--- config.mk ---
export PLATFORM = sky130hd
export DESIGN_NAME = ecc4_corr_seq
export DESIGN_NICKNAME = d
export VERILOG_FILES = /design/src/rtl/ecc4_pkg.sv /design/src/rtl/ecc4_unpack.sv /design/src/rtl/ecc4_status_wait.sv /design/src/rtl/ecc4_pair_map.sv /design/src/rtl/ecc4_corr_seq.sv
export SDC_FILE = /design/constraint.sdc
export NUM_CORES = 1
export LEC_CHECK = 0
export ABC_AREA = 1
export BUFFER_PORTS_ARGS = -buffer_cell sky130_fd_sc_hd__buf_4
export CAP_MARGIN = 15
export CORE_MARGIN = 3
export CORE_UTILIZATION = 30
export CTS_CLUSTER_SIZE = 12
export DETAILED_ROUTE_END_ITERATION = 7
export MAX_ROUTING_LAYER = met4
export PLACE_DENSITY_LB_ADDON = 0.25
export SYNTH_ARGS = -nofsm -noshare
export SYNTH_HDL_FRONTEND = slang
export SYNTH_SLANG_ARGS = --single-unit
export TNS_END_PERCENT = 5
--- constraint.sdc ---
create_clock -name clk -period 5.65 [get_ports clk]
set_input_delay 0.565 -clock clk [delete_from_list [all_inputs] [get_ports clk]]
set_output_delay 0.565 -clock clk [all_outputs]
set_load 0.02 [all_outputs]
--- src/rtl/ecc4_pkg.sv ---
package ecc4_pkg;
  typedef enum logic [1:0] {
    RES_CLEAN  = 2'b00,
    RES_FIXED  = 2'b01,
    RES_UNCORR = 2'b10
  } res_t;

  typedef enum logic [1:0] {
    V_BUSY,
    V_CLEAN,
    V_FAIL,
    V_FIX
  } verdict_t;

  typedef enum logic [2:0] {
    ST_IDLE,
    ST_LOAD,
    ST_DRAIN,
    ST_SYN,
    ST_WAIT,
    ST_FIX
  } seq_state_t;
endpackage

--- src/rtl/ecc4_unpack.sv ---
module ecc4_unpack #(
  parameter int SYM_BITS = 10,
  parameter int NUM_SYM  = 8,
  localparam int SEL_W   = $clog2(NUM_SYM),
  localparam int STREAM_W = SYM_BITS * NUM_SYM
) (
  input  logic [STREAM_W-1:0] stream,
  input  logic [SEL_W-1:0]    sel,
  output logic [SYM_BITS-1:0] sym
);
  logic [SYM_BITS-1:0] sym_arr [NUM_SYM];

  for (genvar i = 0; i < NUM_SYM; i++) begin : g_slice
    assign sym_arr[i] = stream[i*SYM_BITS +: SYM_BITS];
  end

  assign sym = sym_arr[sel];
endmodule

--- src/rtl/ecc4_status_wait.sv ---
module ecc4_status_wait
  import ecc4_pkg::*;
#(
  parameter int TIMEOUT = 1024,
  localparam int CW = $clog2(TIMEOUT + 1)
) (
  input  logic     clk,
  input  logic     rst,
  input  logic     active,
  input  logic [3:0] dec_state,
  output verdict_t verdict
);
  logic [CW-1:0] wait_cnt;

  always_comb begin
    case (dec_state)
      4'd0:       verdict = V_CLEAN;
      4'd1:       verdict = V_FAIL;
      4'd2, 4'd3: verdict = V_FIX;
      default:    verdict = (wait_cnt == CW'(TIMEOUT - 1)) ? V_FAIL : V_BUSY;
    endcase
  end

  always_ff @(posedge clk) begin
    if (rst || !active) wait_cnt <= '0;
    else if (verdict == V_BUSY) wait_cnt <= wait_cnt + 1'b1;
  end
endmodule

--- src/rtl/ecc4_pair_map.sv ---
module ecc4_pair_map #(
  parameter int SECTOR_BYTES = 512,
  parameter int SYM_BITS     = 10,
  parameter int BIAS         = SECTOR_BYTES + 7,
  localparam int IDX_W = $clog2(SECTOR_BYTES),
  localparam int DW    = SYM_BITS + 1
) (
  input  logic [1:0]       pair,
  input  logic [31:0]      addr_a,
  input  logic [31:0]      addr_b,
  input  logic [31:0]      val_a,
  input  logic [31:0]      val_b,
  output logic [IDX_W-1:0] idx,
  output logic [7:0]       mask,
  output logic             hit
);
  logic [31:0]         areg, vreg;
  logic [SYM_BITS-1:0] addr;
  logic [DW-1:0]       diff;

  always_comb begin
    areg = pair[1] ? addr_b : addr_a;
    vreg = pair[1] ? val_b : val_a;
    addr = pair[0] ? areg[16 +: SYM_BITS] : areg[0 +: SYM_BITS];
    mask = pair[0] ? vreg[23:16] : vreg[7:0];
    diff = DW'(BIAS) - {1'b0, addr};
    hit  = ({1'b0, addr} <= DW'(BIAS)) && (diff < DW'(SECTOR_BYTES));
    idx  = diff[IDX_W-1:0];
  end
endmodule

--- src/rtl/ecc4_corr_seq.sv ---
module ecc4_corr_seq
  import ecc4_pkg::*;
#(
  parameter int SECTOR_BYTES = 512,
  parameter int SYM_BITS     = 10,
  parameter int NUM_SYM      = 8,
  parameter int TIMEOUT      = 1024,
  localparam int CHK_W  = SYM_BITS * NUM_SYM,
  localparam int IDX_W  = $clog2(SECTOR_BYTES),
  localparam int SEL_W  = $clog2(NUM_SYM)
) (
  input  logic              clk,
  input  logic              rst,
  input  logic              start,
  input  logic [CHK_W-1:0]  check_bytes,
  input  logic [127:0]      syn_words,
  input  logic [3:0]        dec_state,
  input  logic [1:0]        dec_cnt,
  input  logic [31:0]       err_addr_a,
  input  logic [31:0]       err_addr_b,
  input  logic [31:0]       err_val_a,
  input  logic [31:0]       err_val_b,
  output logic              load_valid,
  output logic [SYM_BITS-1:0] load_data,
  output logic              loc_start,
  output logic              fix_valid,
  output logic [IDX_W-1:0]  fix_index,
  output logic [7:0]        fix_mask,
  output logic              done,
  output logic [1:0]        result,
  output logic [2:0]        err_count
);
  seq_state_t          state_q;
  logic [CHK_W-1:0]    chk_q;
  logic [SEL_W-1:0]    ld_idx;
  logic [2:0]          n_pairs;
  logic [1:0]          pair_idx;
  logic [2:0]          fixed_cnt;
  logic                busy_q;
  logic [SYM_BITS-1:0] cur_sym;
  verdict_t            verdict;
  logic [IDX_W-1:0]    map_idx;
  logic [7:0]          map_mask;
  logic                map_hit;
  logic [2:0]          next_fixed;

  assign busy_q     = (state_q != ST_IDLE);
  assign next_fixed = fixed_cnt + {2'b00, map_hit};

  ecc4_unpack #(.SYM_BITS(SYM_BITS), .NUM_SYM(NUM_SYM)) u_unpack (
    .stream (chk_q),
    .sel    (ld_idx),
    .sym    (cur_sym)
  );

  ecc4_status_wait #(.TIMEOUT(TIMEOUT)) u_wait (
    .clk       (clk),
    .rst       (rst),
    .active    (state_q == ST_WAIT),
    .dec_state (dec_state),
    .verdict   (verdict)
  );

  ecc4_pair_map #(.SECTOR_BYTES(SECTOR_BYTES), .SYM_BITS(SYM_BITS)) u_map (
    .pair   (pair_idx),
    .addr_a (err_addr_a),
    .addr_b (err_addr_b),
    .val_a  (err_val_a),
    .val_b  (err_val_b),
    .idx    (map_idx),
    .mask   (map_mask),
    .hit    (map_hit)
  );

  always_ff @(posedge clk) begin
    if (rst) begin
      state_q    <= ST_IDLE;
      chk_q      <= '0;
      ld_idx     <= '0;
      n_pairs    <= '0;
      pair_idx   <= '0;
      fixed_cnt  <= '0;
      load_valid <= 1'b0;
      load_data  <= '0;
      loc_start  <= 1'b0;
      fix_valid  <= 1'b0;
      fix_index  <= '0;
      fix_mask   <= '0;
      done       <= 1'b0;
      result     <= RES_CLEAN;
      err_count  <= '0;
    end else begin
      done       <= 1'b0;
      loc_start  <= 1'b0;
      fix_valid  <= 1'b0;
      load_valid <= 1'b0;
      case (state_q)
        ST_IDLE: begin
          if (start) begin
            if (check_bytes == '1) begin
              done      <= 1'b1;
              result    <= RES_CLEAN;
              err_count <= '0;
            end else begin
              chk_q   <= check_bytes;
              ld_idx  <= SEL_W'(NUM_SYM - 1);
              state_q <= ST_LOAD;
            end
          end
        end
        ST_LOAD: begin
          load_valid <= 1'b1;
          load_data  <= cur_sym;
          if (ld_idx == '0) state_q <= ST_DRAIN;
          else ld_idx <= ld_idx - 1'b1;
        end
        ST_DRAIN: state_q <= ST_SYN;
        ST_SYN: begin
          if (syn_words == '0) begin
            done      <= 1'b1;
            result    <= RES_CLEAN;
            err_count <= '0;
            state_q   <= ST_IDLE;
          end else begin
            loc_start <= 1'b1;
            state_q   <= ST_WAIT;
          end
        end
        ST_WAIT: begin
          case (verdict)
            V_CLEAN: begin
              done      <= 1'b1;
              result    <= RES_CLEAN;
              err_count <= '0;
              state_q   <= ST_IDLE;
            end
            V_FAIL: begin
              done      <= 1'b1;
              result    <= RES_UNCORR;
              err_count <= '0;
              state_q   <= ST_IDLE;
            end
            V_FIX: begin
              n_pairs   <= {1'b0, dec_cnt} + 3'd1;
              pair_idx  <= '0;
              fixed_cnt <= '0;
              state_q   <= ST_FIX;
            end
            default: ;
          endcase
        end
        ST_FIX: begin
          fix_valid <= map_hit;
          fix_index <= map_idx;
          fix_mask  <= map_mask;
          if ({1'b0, pair_idx} == n_pairs - 3'd1) begin
            done      <= 1'b1;
            result    <= RES_FIXED;
            err_count <= next_fixed;
            state_q   <= ST_IDLE;
          end else begin
            pair_idx  <= pair_idx + 1'b1;
            fixed_cnt <= next_fixed;
          end
        end
        default: state_q <= ST_IDLE;
      endcase
    end
  end
endmodule

==> results.yml <==
detailed_routing:
  wl_per_cell_microns: 16.0
  drt_iter0_drc: 538
  drt_first_pass_iters: 5
  vias: 8538
  avgViaCountPerCell: 4.82
  drc: 0
  drt_wl_total_microns: 28300
  ant_nets: 0
pwr:
  peakVddDrop_v: 0.000253
  power_density_nw_per_um2: 359
  leakagePower_nw: 4.79
logic_synthesis:
  yosys_warnings: 0
  synth.area.top_cells: "dfxtp_1 (38%), nand2_1 (12%), nor2_1 (9.8%), a21oi_1 (8.8%), o21ai_0 (7.0%)"
  syn_area_per_cell_sq_um: 6.50
  synth_top_area_share_pct: 37.7
  ys_seq_elements: 141
  syn_inst: 1152
  netlist_area_sq_um: 7490
  syn-num-nets: 1508
  yosysTopAreaCell: "dfxtp_1"
  synth_cell_types: 37
  ys_seq_area_share_pct: 37.7
cts:
  postCtsSetupRepairBufs: 0
  cts_resized: 0
  cts_tree: "yes"
  cts_made_buffers: 17
  cts_root_buffer: "clkbuf_16"
  htreeDepth: 4
  clkSinkCount: 141
  clockBufferDepth: 2
  cts_hold_buffers: 0
  worstSkewPairLatency_ns: 0.43
  clk_pin_slew_ns: 0.07
critical_path:
  path_max_fanout: 21
  cpPeakStageDelay_ns: 0.75
  crit_family: "flip-flops"
  cp-start-kind: "register"
  endpoint_kind: "register"
  crit_path_frequent_cell: "ha_1"
  slowest_stage: "dfxtp_1"
  worst-endpoint-required_ns: 5.97
  cp.arrival_ns: 3.85
  path_buf_inv: 2
  crit_type: "reg2reg"
  crit_chain: "inv_1, a21oi_1, a32oi_1, inv_1, ha_1, nand3_1, nor3b_2, nand2_1, o21a_1, ha_1, ha_1, xnor2_1, nor2_1, o21ai_0, nor2_1"
sta:
  rsz0062_at_grt: "false"
  fin_setup_tns_ns: 0
  worstMarginPinSlew_ns: 0.875
  slew_violations: 0
  hold_violations: 0
  setup_viol: 0
  skew_ns: 0.0110
  period_needed_ns: 3.54
  finalCritPeriodShare_pct: 62.6
  fmax_mhz: 283
  layout_setup_ws_ns: 2.11
  relSlewSlack_pct: 41.6
global_routing:
  antenna_found_initial: 2
  grtUsageTotal_pct: 20.8
  grt_overflow_total: 0
  grt_max_degree: 85
  grt_pass1_vias: 7902
  grt_pass1_wl_microns: 42000
floorplanning:
  fp.dieH_microns: 164
  die_x_microns: 164
  core_sq_um: 24400
  ioPinCount: 381
  rows: 57
  die-area_sq_um: 26900
  start_util_pct: 30.7
cells_and_area:
  final_nets: 1789
  fin_cells: 1772
  area_delta_synth_final_pct: 43.2
  drive_gt1_share_pct: 25.9
outcome:
  outcome: "complete, no violations"
place:
  place_inst: 1738
  dp_slack_ns: 2.15
  port_buffers: 324
  gp_congestion: 0.835
  dpl.hpwl_microns: 21100
min_path:
  min_path_type: "in2reg"
job:
  cap_violations: 0
-- Yosys cell counts --
master    count
nand2_1     240
nor2_1      196
dfxtp_1     141
a21oi_1     132
o21ai_0     105
inv_1        84
nand3_1      76
clkbuf_1     52
o211ai_1     22
ha_1         11
o21ai_1      11
buf_2        10
o21bai_1     10
o22ai_1       9
buf_6         6
xor2_1        6
a32oi_1       5
nor3_1        5
nand4_1       4
a31oi_1       3
nor2_2        3
xnor2_1       3
nand2_2       2
o21a_1        2
or2_2         2
a211oi_1      1
a21oi_2       1
a22oi_1       1
buf_4         1
clkinv_1      1
inv_2         1
mux2i_1       1
nor3b_1       1
nor3b_2       1
nor4_1        1
o211a_1       1
o22a_1        1
-- power by group --
group	total (W)	internal, W	leakage [nW]	switching, W
Combinational	0.00130	0.000496	3.33	0.000807
Sequential	0.00131	0.00118	1.15	0.000131
Clock	0.00123	0.000762	0.310	0.000469
-- cell type report --
cell class | count | area, sq um
Antenna cell | 2 | 5.00
Multi-Input combinational cell | 856 | 4030
Tap cell | 324 | 405
Clock inverter | 13 | 198
Inverter | 86 | 323
Clock buffer | 19 | 443
Fill cell | 2515 | 13700
Sequential cell | 141 | 2830
Timing Repair Buffer | 331 | 2500
-- worst register-to-register path: stages, from the launching register on --
cell and delay (ns):
dfxtp_1 0.75, inv_1 0.51, a21oi_1 0.26, a32oi_1 0.11
inv_1 0.12, ha_1 0.18, nand3_1 0.13, nor3b_2 0.28
nand2_1 0.11, o21a_1 0.14, ha_1 0.19, ha_1 0.19
xnor2_1 0.14, nor2_1 0.08, o21ai_0 0.18, nor2_1 0.05
-- placed cells by master (no fill, tap or decap), drive strengths merged, types with 6 or more instances in the layout --
cell type	instances
buf	331
nand2	242
nor2	199
dfxtp	141
a21oi	133
o21ai	116
inv	92
nand3	76
o211ai	22
clkbuf	19
ha	11
o21bai	10
o22ai	9
xor2	6
-- layer usage --
metal / vias up / wire (microns) / GRT usage (%)
li1: 4358 / - / -
met1: 3845 / 11400 / 24.4
met2: 296 / 14000 / 35.1
met3: 39 / 2140 / 4.56
met4: 0 / 710 / 7.42
met5: - / 0 / -
-- kinds of logic after synthesis --
family                     synth area share, %
AOI/OAI and AO/OA                         22.1
xor gates and xnor gates                  1.05
DFF                                       37.7
adders and majority gates                 1.84
muxes                                    0.134
buffers and inverters                     8.59
and+or+nand+nor                           28.5
-- state kept, by name, summed over array words and instances, names as in the netlist --
register,flops
fix_valid,1
chk_q,80
pair_idx,2
load_valid,1
state_q,3
fix_mask,8
result,2
n_pairs,3
err_count,3
ld_idx,3
u_wait.wait_cnt,11
load_data,10
fixed_cnt,3
done,1
loc_start,1
fix_index,9
-- per-stage QoR --
step                hold WS, ns  power [W]  util, %  area (sq um)
floorplan                 0.429    0.00214        -          7490
detailed placement        0.443    0.00263     41.3         10100
global route              0.311    0.00408     44.0         10700
finish                    0.325    0.00385     44.0         10700
CTS                       0.306    0.00387     43.9         10700
global placement          0.440    0.00262     41.3         10100
-- final timing paths --
| kind | endpoint | cells past startpoint | slack, ns | start |
|---|---|---|---|---|
| worst max register to register | fixed_cnt[2]$_SDFFE_PP0P_ | 15 | 2.11 | pair_idx[0]$_SDFFE_PP0P_ |
| worst max-delay path | fixed_cnt[2]$_SDFFE_PP0P_ | 15 | 2.11 | pair_idx[0]$_SDFFE_PP0P_ |
| worst min-delay path | n_pairs[0]$_SDFFE_PP0P_ | 2 | 0.32 | dec_cnt[0] |
| worst min register to register | chk_q[38]$_SDFFE_PP0P_ | 2 | 0.45 | chk_q[38]$_SDFFE_PP0P_ |
Power figures use the tool's default switching activity.
